`src/rtl/vdma_pkg.sv`:
```
package vdma_pkg;

    localparam int unsigned SEL_W = 5;

    // Register indices decoded from reg_sel
    localparam logic [SEL_W-1:0] SEL_CTRL = 5'h0F;
    localparam logic [SEL_W-1:0] SEL_SRC  = 5'h10;
    localparam logic [SEL_W-1:0] SEL_DST  = 5'h11;
    localparam logic [SEL_W-1:0] SEL_LEN  = 5'h12;
    localparam logic [SEL_W-1:0] SEL_BASE = 5'h13;

    // Status vector layout
    localparam int unsigned STATUS_W      = 5;
    localparam int unsigned FLAG_SAT_BIT  = 3;
    localparam int unsigned FLAG_COPY_BIT = 4;

    // Control word, low five bits of the control register
    typedef struct packed {
        logic auto_rep;   // bit 4
        logic dst_down;   // bit 3
        logic src_down;   // bit 2
        logic ie_copy;    // bit 1
        logic ie_sat;     // bit 0
    } ctrl_t;

    localparam int unsigned CTRL_W = $bits(ctrl_t);

    typedef enum logic [1:0] {
        ST_IDLE,
        ST_COPY,
        ST_SAT,
        ST_DRAIN
    } state_t;

    function automatic logic sel_is(input logic we, input logic [SEL_W-1:0] sel,
                                    input logic [SEL_W-1:0] want);
        return we && (sel == want);
    endfunction

endpackage

```
`src/rtl/vdma_regs.sv`:
```
module vdma_regs
    import vdma_pkg::*;
#(
    parameter int unsigned W = 16
) (
    input  logic             clk,
    input  logic             rst,
    input  logic             we,
    input  logic [SEL_W-1:0] sel,
    input  logic [W-1:0]     wdata,
    output ctrl_t            ctrl,
    output logic [W-1:0]     src,
    output logic [W-1:0]     dst,
    output logic [W-1:0]     len,
    output logic [W-1:0]     base,
    output logic             copy_req,
    output logic             arm_set
);

    always_ff @(posedge clk) begin
        if (rst) begin
            ctrl <= '0;
            src  <= '0;
            dst  <= '0;
            len  <= '0;
            base <= '0;
        end else begin
            if (sel_is(we, sel, SEL_CTRL)) ctrl <= ctrl_t'(wdata[CTRL_W-1:0]);
            if (sel_is(we, sel, SEL_SRC))  src  <= wdata;
            if (sel_is(we, sel, SEL_DST))  dst  <= wdata;
            if (sel_is(we, sel, SEL_LEN))  len  <= wdata;
            if (sel_is(we, sel, SEL_BASE)) base <= wdata;
        end
    end

    // A length write launches a copy; a base write arms a table load.
    // Both act on the value written in the same cycle.
    assign copy_req = sel_is(we, sel, SEL_LEN);
    assign arm_set  = sel_is(we, sel, SEL_BASE);

endmodule

```
`src/rtl/vdma_ptr.sv`:
```
module vdma_ptr #(
    parameter int unsigned W = 16
) (
    input  logic         clk,
    input  logic         rst,
    input  logic         load,
    input  logic [W-1:0] load_val,
    input  logic         load_down,
    input  logic         step,
    output logic [W-1:0] addr
);

    logic down_q;

    always_ff @(posedge clk) begin
        if (rst) begin
            addr   <= '0;
            down_q <= 1'b0;
        end else if (load) begin
            addr   <= load_val;
            down_q <= load_down;
        end else if (step) begin
            addr <= down_q ? addr - 1'b1 : addr + 1'b1;
        end
    end

endmodule

```
`src/rtl/vdma_seq.sv`:
```
module vdma_seq
    import vdma_pkg::*;
#(
    parameter int unsigned W         = 16,
    parameter int unsigned SAT_WORDS = 256
) (
    input  logic         clk,
    input  logic         rst,
    input  logic         copy_req,
    input  logic         arm_set,
    input  logic         vblank,
    input  ctrl_t        ctrl,
    input  logic [W-1:0] len,
    output logic         load,
    output logic         load_sat,
    output logic         rd_go,
    output logic         wr_valid,
    output logic         mode_sat,
    output logic         busy,
    output logic         flag_sat,
    output logic         flag_copy
);

    localparam logic [W-1:0] SAT_LAST = W'(SAT_WORDS - 1);

    state_t       state;
    logic [W-1:0] remain;
    logic         copy_pend;
    logic         sat_pend;
    logic         armed;
    logic         blank_hit;

    assign busy     = (state != ST_IDLE);
    assign load_sat = (state == ST_IDLE) && sat_pend;
    assign load     = (state == ST_IDLE) && (sat_pend || copy_pend);
    assign rd_go    = (state == ST_COPY) || (state == ST_SAT);

    // A blank queues a table load unless one is already starting or running
    assign blank_hit = vblank && armed && !load_sat && !(busy && mode_sat);

    always_ff @(posedge clk) begin
        if (rst) begin
            state     <= ST_IDLE;
            remain    <= '0;
            copy_pend <= 1'b0;
            sat_pend  <= 1'b0;
            armed     <= 1'b0;
            mode_sat  <= 1'b0;
            wr_valid  <= 1'b0;
            flag_sat  <= 1'b0;
            flag_copy <= 1'b0;
        end else begin
            wr_valid <= rd_go;

            unique case (state)
                ST_IDLE: begin
                    if (sat_pend) begin
                        state    <= ST_SAT;
                        remain   <= SAT_LAST;
                        mode_sat <= 1'b1;
                        sat_pend <= 1'b0;
                        flag_sat <= 1'b0;
                    end else if (copy_pend) begin
                        state     <= ST_COPY;
                        remain    <= len;
                        mode_sat  <= 1'b0;
                        copy_pend <= 1'b0;
                        flag_copy <= 1'b0;
                    end
                end
                ST_COPY, ST_SAT: begin
                    remain <= remain - 1'b1;
                    if (remain == '0) state <= ST_DRAIN;
                end
                ST_DRAIN: begin
                    state <= ST_IDLE;
                    if (mode_sat) flag_sat  <= 1'b1;
                    else          flag_copy <= 1'b1;
                end
                default: state <= ST_IDLE;
            endcase

            if (load_sat) armed <= ctrl.auto_rep;
            if (arm_set)  armed <= 1'b1;

            if (blank_hit) sat_pend  <= 1'b1;
            if (copy_req)  copy_pend <= 1'b1;
        end
    end

endmodule

```
`src/rtl/vdma_engine.sv`:
```
module vdma_engine
    import vdma_pkg::*;
#(
    parameter int unsigned W         = 16,
    parameter int unsigned SAT_WORDS = 256,
    localparam int unsigned SAT_AW   = $clog2(SAT_WORDS)
) (
    input  logic                clk,
    input  logic                rst,
    input  logic                reg_we,
    input  logic [SEL_W-1:0]    reg_sel,
    input  logic [W-1:0]        reg_wdata,
    input  logic                vblank,
    output logic                vram_re,
    output logic [W-1:0]        vram_raddr,
    input  logic [W-1:0]        vram_rdata,
    output logic                vram_we,
    output logic [W-1:0]        vram_waddr,
    output logic [W-1:0]        vram_wdata,
    output logic                sat_we,
    output logic [SAT_AW-1:0]   sat_addr,
    output logic [W-1:0]        sat_wdata,
    output logic                busy,
    output logic [STATUS_W-1:0] status,
    output logic                irq_sat,
    output logic                irq_copy
);

    ctrl_t        ctrl;
    logic [W-1:0] src_r, dst_r, len_r, base_r;
    logic         copy_req, arm_set;
    logic         load, load_sat, rd_go, wr_valid, mode_sat;
    logic         flag_sat, flag_copy;
    logic [W-1:0] rptr, wptr;

    vdma_regs #(.W(W)) regs_u (
        .clk      (clk),
        .rst      (rst),
        .we       (reg_we),
        .sel      (reg_sel),
        .wdata    (reg_wdata),
        .ctrl     (ctrl),
        .src      (src_r),
        .dst      (dst_r),
        .len      (len_r),
        .base     (base_r),
        .copy_req (copy_req),
        .arm_set  (arm_set)
    );

    vdma_seq #(.W(W), .SAT_WORDS(SAT_WORDS)) seq_u (
        .clk       (clk),
        .rst       (rst),
        .copy_req  (copy_req),
        .arm_set   (arm_set),
        .vblank    (vblank),
        .ctrl      (ctrl),
        .len       (len_r),
        .load      (load),
        .load_sat  (load_sat),
        .rd_go     (rd_go),
        .wr_valid  (wr_valid),
        .mode_sat  (mode_sat),
        .busy      (busy),
        .flag_sat  (flag_sat),
        .flag_copy (flag_copy)
    );

    // Read side: table loads always ascend from the base
    vdma_ptr #(.W(W)) rptr_u (
        .clk       (clk),
        .rst       (rst),
        .load      (load),
        .load_val  (load_sat ? base_r : src_r),
        .load_down (load_sat ? 1'b0 : ctrl.src_down),
        .step      (rd_go),
        .addr      (rptr)
    );

    // Write side: doubles as the table index during a table load
    vdma_ptr #(.W(W)) wptr_u (
        .clk       (clk),
        .rst       (rst),
        .load      (load),
        .load_val  (load_sat ? '0 : dst_r),
        .load_down (load_sat ? 1'b0 : ctrl.dst_down),
        .step      (wr_valid),
        .addr      (wptr)
    );

    assign vram_re    = rd_go;
    assign vram_raddr = rptr;
    assign vram_we    = wr_valid && !mode_sat;
    assign vram_waddr = wptr;
    assign vram_wdata = vram_rdata;
    assign sat_we     = wr_valid && mode_sat;
    assign sat_addr   = wptr[SAT_AW-1:0];
    assign sat_wdata  = vram_rdata;

    always_comb begin
        status                = '0;
        status[FLAG_SAT_BIT]  = flag_sat;
        status[FLAG_COPY_BIT] = flag_copy;
    end

    assign irq_sat  = flag_sat  && ctrl.ie_sat;
    assign irq_copy = flag_copy && ctrl.ie_copy;

endmodule

```
`config.mk`:
```
export PLATFORM = sky130hd
export DESIGN_NAME = vdma_engine
export DESIGN_NICKNAME = d
export VERILOG_FILES = /design/src/rtl/vdma_pkg.sv /design/src/rtl/vdma_regs.sv /design/src/rtl/vdma_ptr.sv /design/src/rtl/vdma_seq.sv /design/src/rtl/vdma_engine.sv
export SDC_FILE = /design/constraint.sdc
export NUM_CORES = 1
export LEC_CHECK = 0
export CORE_ASPECT_RATIO = 0.7
export CORE_MARGIN = 3
export CORE_UTILIZATION = 50
export CTS_BUF_LIST = sky130_fd_sc_hd__clkbuf_8
export DETAILED_ROUTE_END_ITERATION = 10
export PLACE_DENSITY_LB_ADDON = 0.15
export SYNTH_ARGS = -nofsm -noshare
export SYNTH_HDL_FRONTEND = slang
export SYNTH_SLANG_ARGS = --single-unit
export TNS_END_PERCENT = 10
```
`constraint.sdc`:
```
create_clock -name clk -period 2.8 [get_ports clk]
set_input_delay 0.42 -clock clk [delete_from_list [all_inputs] [get_ports clk]]
set_output_delay 0.42 -clock clk [all_outputs]
set_load 0.02 [all_outputs]
```
# Yosys cells after proc, flatten, opt, wreduce, memory -nomap -nowiden
# Index checks and enable logic that the tools add are counted.
dict set report word_totals {
  elab_cells 113
  regBits 128
  output_inout_bits 83
}
dict set report classes {
  addsub 5
  muxes 32
  eq_ne 16
  reduce_logical 38
}
# cell count
set op_table {}
lappend op_table {{$mux 16} 10}
lappend op_table {{$sub 16x1->16 const B} 3}
lappend op_table {{$add 16x1->16 const B} 2}
lappend op_table {{$pmux 16 s2} 1}
lappend op_table {{$eq 5x5->1 const B} 4}
lappend op_table {{$reduce_bool 2->1} 9}
lappend op_table {{$logic_not 16->1} 1}
lappend op_table {{$logic_and 1x1->1} 15}
lappend op_table {{$mux 1} 15}
lappend op_table {{$ne 2x1->1 const B} 4}
lappend op_table {{$reduce_and 2->1} 4}
lappend op_table {{$mux 2} 3}
lappend op_table {{$ne 2x2->1 const B} 3}
lappend op_table {{$pmux 2 s3} 1}
lappend op_table {{$eq 5x4->1 const B} 1}
lappend op_table {{$eq 2x2->1 const B} 2}
lappend op_table {{$pmux 1 s2} 2}
lappend op_table {{$reduce_and 4->1} 1}
lappend op_table {{$logic_not 1->1} 3}
lappend op_table {{$ne 3x1->1 const B} 1}
lappend op_table {{$reduce_and 3->1} 1}
lappend op_table {{$eq 2x1->1 const B} 1}
lappend op_table {{$logic_not 2->1} 1}
lappend op_table {{$logic_or 1x1->1} 2}
lappend op_table {{$reduce_or 2->1} 1}

# Longest topological paths before layout
dict set report logic_depth {
  ltp_word 6
  mapped_depth 10
}

# Hierarchy
# From an unflattened synthesis, not the netlist that was laid out.
dict set report hier_totals {
  cells_unflattened 923
  area_unflattened_um2 8139.1
}
# module area_per_inst_um2 cells_per_inst seq_area_each_um2 n_inst
set by_module_without_submodules {}
lappend by_module_without_submodules {vdma_regs 2792.7 251 1381.3 1}
lappend by_module_without_submodules {{vdma_ptr (rptr_u)} 1596.5 202 340.3 1}
lappend by_module_without_submodules {vdma_seq 1545.2 198 500.5 1}
lappend by_module_without_submodules {{vdma_ptr (wptr_u)} 1452.6 184 340.3 1}
lappend by_module_without_submodules {vdma_engine 752.0 88 0.0 1}

# Least setup slack after synthesis
# No wires, ideal clock.
dict set report synth_path {
  path_kind {register to register}
  from {reg wptr_u.down_q}
  to {reg wptr_u.addr[13]}
  stages_incl_launch_ff 9
  arrival_time_ns 2.642
  synth_period_minus_slack_ns 2.728
  path_slack_ns 0.072
  path_cell_list {dfxtp_1 -> ha_1 -> a211oi_2 -> o21bai_1 -> o311a_1 -> a311o_1 -> o31ai_2 -> mux2_1 -> a211oi_1}
}
dict set report synth_between {
  elab_chain_len 3
}
# element line_no
set synth_lines {}
lappend synth_lines {{start: declaration} vdma_ptr.sv:13} ;# logic down_q;
lappend synth_lines {{start signal: assignment} vdma_ptr.sv:21} ;# down_q <= load_down;
lappend synth_lines {{$mux 16} vdma_ptr.sv:23} ;# addr <= down_q ? addr - 1'b1 : addr + 1'b1;
lappend synth_lines {{$mux 16} vdma_ptr.sv:22} ;# end else if (step) begin
lappend synth_lines {{$mux 16} vdma_ptr.sv:19} ;# end else if (load) begin
lappend synth_lines {{end signal: assignment} vdma_ptr.sv:20} ;# addr <= load_val;
lappend synth_lines {{end signal: assignment} vdma_ptr.sv:23}
lappend synth_lines {{end: declaration} vdma_ptr.sv:10} ;# output logic [W-1:0] addr
# Every way passes these cells. The select of a mux whose other input is x is not followed.
# A chain may end at the register's enable or synchronous reset.

# Final worst setup path
dict set report layout_path {
  from {reg wptr_u.addr[1]}
  to {reg wptr_u.addr[13]}
}
dict set report layout_between {
  elab_chain_len 4
}
# element line_no
set layout_lines {}
lappend layout_lines {{$add 16x1->16 / $sub 16x1->16 (equally long branches)} vdma_ptr.sv:23}
lappend layout_lines {{$mux 16 *} vdma_ptr.sv:23}
lappend layout_lines {{$mux 16 *} vdma_ptr.sv:22}
lappend layout_lines {{$mux 16 *} vdma_ptr.sv:19}
# Every way passes the cells marked *; elsewhere a longest branch is shown, timed or not. The select of a mux whose other input is x is not followed.

==> results_dict.tcl <==
set metrics [dict create \
    status "finished clean" \
    ys_top_cells_by_count "128 x dfxtp_1, 127 x nor2_1, 100 x a21oi_1" \
    via_per_inst 5.97 \
    clock_path_buffers 2 \
    synth_edf_count 0 \
    synth-compound-area-share 0.220 \
    synth_top_area_cell "dfxtp_1" \
    hold_viol_final 0 \
    setup_ws_ns 0.146 \
    pre_cts_ws_ns -0.0489 \
    final-setup-viol-count 0 \
    synth_ff_type "dfxtp_1" \
    grt_setup_unrepaired "no" \
    fin_nets 991 \
    cts_tree "done" \
    synth-seq-area-share 0.356 \
    post-route-cell-area_um2 8310 \
    critPathCaptureType "flip-flop" \
    n_antenna_cell 0 \
    grt_remaining_overflow 0 \
    final_antenna_net_count 0 \
    fin_crit_sh 0.948 \
    grt_pass1_vias 6254 \
    wl_um 20400 \
    first_pass_iters 5 \
    syn-instance-count 888 \
    dieArea_um2 15900 \
    dp_hpwl_um 14300 \
    worstHoldPathType "input pin to flip-flop" \
    clk_pin_slew_worst_paths_ns 0.08 \
    placed_area_um2 7830 \
    wire_per_inst_um 18.3 \
    synth.avg_cell_area_um2 8.10 \
    drc 0 \
    synth_seq_cells 128 \
    cts_made_buffers 17 \
    start_util 0.528 \
    final_cells 1112 \
    die_h_um 106 \
    critPathRequiredTime_ns 3.15 \
    relSlewSlack 0.340 \
    critical_path_class "flip-flop to flip-flop" \
    syn_area_um2 7190 \
    vias 6641 \
    fin_skew_ns 0.0135 \
    synth.area.top_cells "dfxtp_1 36%, mux2i_1 7.8%, a21oi_1 7.0%" \
    vdd_drop_max_uv 351 \
    worst_setup_path_start_kind "flip-flop" \
    clock_latency_ns 0.43 \
    final_layout_size_suffix_gt1_frac 0.0777 \
    power_leakage_nw 3.43 \
    synth_cell_types 62 \
    drv_slew 0 \
    die_x_um 149 \
    synthAdderAreaFrac 0.0630 \
    cap_violations 0 \
    cts.htree.levels 4 \
    grt_use_total 0.255 \
    post-synth-top-count-cell "dfxtp_1" \
    placementRows 35 \
    fmax_mhz 377 \
    ys_async_sr_fraction 0 \
    area_growth_pct 15.5 \
    power_density_nw_per_um2 764 \
    cts.sinks 128 \
    dp.cells 1079 \
    yosysWarnings 0 \
    drt-initial-drc-count 505 \
    worstPathMaxFanout 5 \
    arrival_ns 3.00 \
    core_area_um2 13600 \
    hold_ws_ns 0.375 \
    grt_max_degree 103 \
    gp_congestion 0.954 \
    antenna_found_initial 0 \
    synth_xor_area_frac 0.0292 \
    cts_root_buf "clkbuf_8" \
    worstMarginPinSlew_ns 0.986 \
    grt_pass1_wl_um 32500 \
    synth_top_area_share 0.356 \
    synth.area.mux_share 0.0811 \
    fin_crit_ns 2.65 \
    port-buffer-count 72 \
    ioPinCount 124 \
    synthSimpleGateAreaFrac 0.172 \
    synth_top_family_by_area "compound AO/OA/AOI/OAI gates" \
]
==> final cells by class <==
class | instances | area, um^2
Clock buffer | 17 | 234
Tap cell | 185 | 231
Timing Repair Buffer | 99 | 933
Fill cell | 1195 | 5310
Multi-Input combinational cell | 657 | 4080
Clock inverter | 14 | 215
Inverter | 12 | 45.0
Sequential cell | 128 | 2570
==> registers in the layout, summed over array words and instances, names as in the netlist, 2 cells and up <==
| signal | cells |
|---|---|
| regs_u.ctrl | 5 |
| regs_u.len | 16 |
| regs_u.dst | 16 |
| regs_u.src | 16 |
| seq_u.state | 2 |
| regs_u.base | 16 |
| wptr_u.addr | 16 |
| rptr_u.addr | 16 |
| seq_u.remain | 16 |
==> power by group <==
part           internal (mW)  switching (mW)  leakage [nW]
combinational          0.925            1.39          2.17
sequential              2.01           0.211          1.04
clock                   1.06           0.760         0.222
==> per-layer routing <==
| metal | part of all wire | GRT usage | vias up |
|---|---|---|---|
| met2 | 0.43 | 0.366 | 261 |
| li1 | - | - | 3173 |
| met4 | 0.021 | 0.0914 | 0 |
| met5 | 0 | 0 | - |
| met3 | 0.075 | 0.0584 | 42 |
| met1 | 0.47 | 0.371 | 3165 |
==> kinds of logic after synthesis <==
logic type      after synthesis
xor+xnor                     24
fa+ha+maj                    35
simple gates                283
compound gates              254
mux                          58
buf+inv                     105
other cells                   1
flops                       128
==> cells in the final DEF (no fill, tap or decap), drive strengths merged, types with 10 or more instances in the layout <==
cell,count
inv,13
nand2,75
xnor2,16
clkdlybuf4s50,71
ha,33
nor3,29
a22oi,12
buf,28
clkbuf,17
o21ai,49
nand3,10
dfxtp,128
a211oi,23
a21oi,100
nor2,127
a21o,14
mux2i,56
==> repair_timing <==
item	CTS	global route
setup buffers	0	2
endpoints found under the setup margin	1	3
hold buffers	0	0
gates resized for setup	1	4
pin swaps	0	1
==> per-stage QoR <==
stage	utilization	setup TNS (ns)	power, mW
after floorplan	-	0	3.81
after global placement	0.575	0	4.48
after detailed placement	0.575	-0.0489	4.54
after CTS	0.608	0	6.36
after global routing	0.610	0	6.72
final	0.610	0	6.35
==> worst max-delay path: stages, from the launching register on <==
cell and delay [ns]:
dfxtp_1 0.43, ha_1 0.28, a211oi_2 0.22, o21bai_1 0.12, o311a_1 0.36, a311o_1 0.40, o31ai_2 0.23, mux2_1 0.36
a211oi_2 0.17
==> worst paths after layout <==
path	start	end	slack (ns)	cells past startpoint
max	wptr_u.addr[1]	wptr_u.addr[13]	0.15	8
max reg2reg	wptr_u.addr[1]	wptr_u.addr[13]	0.15	8
min	rst	rptr_u.addr[11]	0.37	4
min reg2reg	regs_u.base[14]	regs_u.base[14]	0.45	2
(Power assumes the default switching activity.)
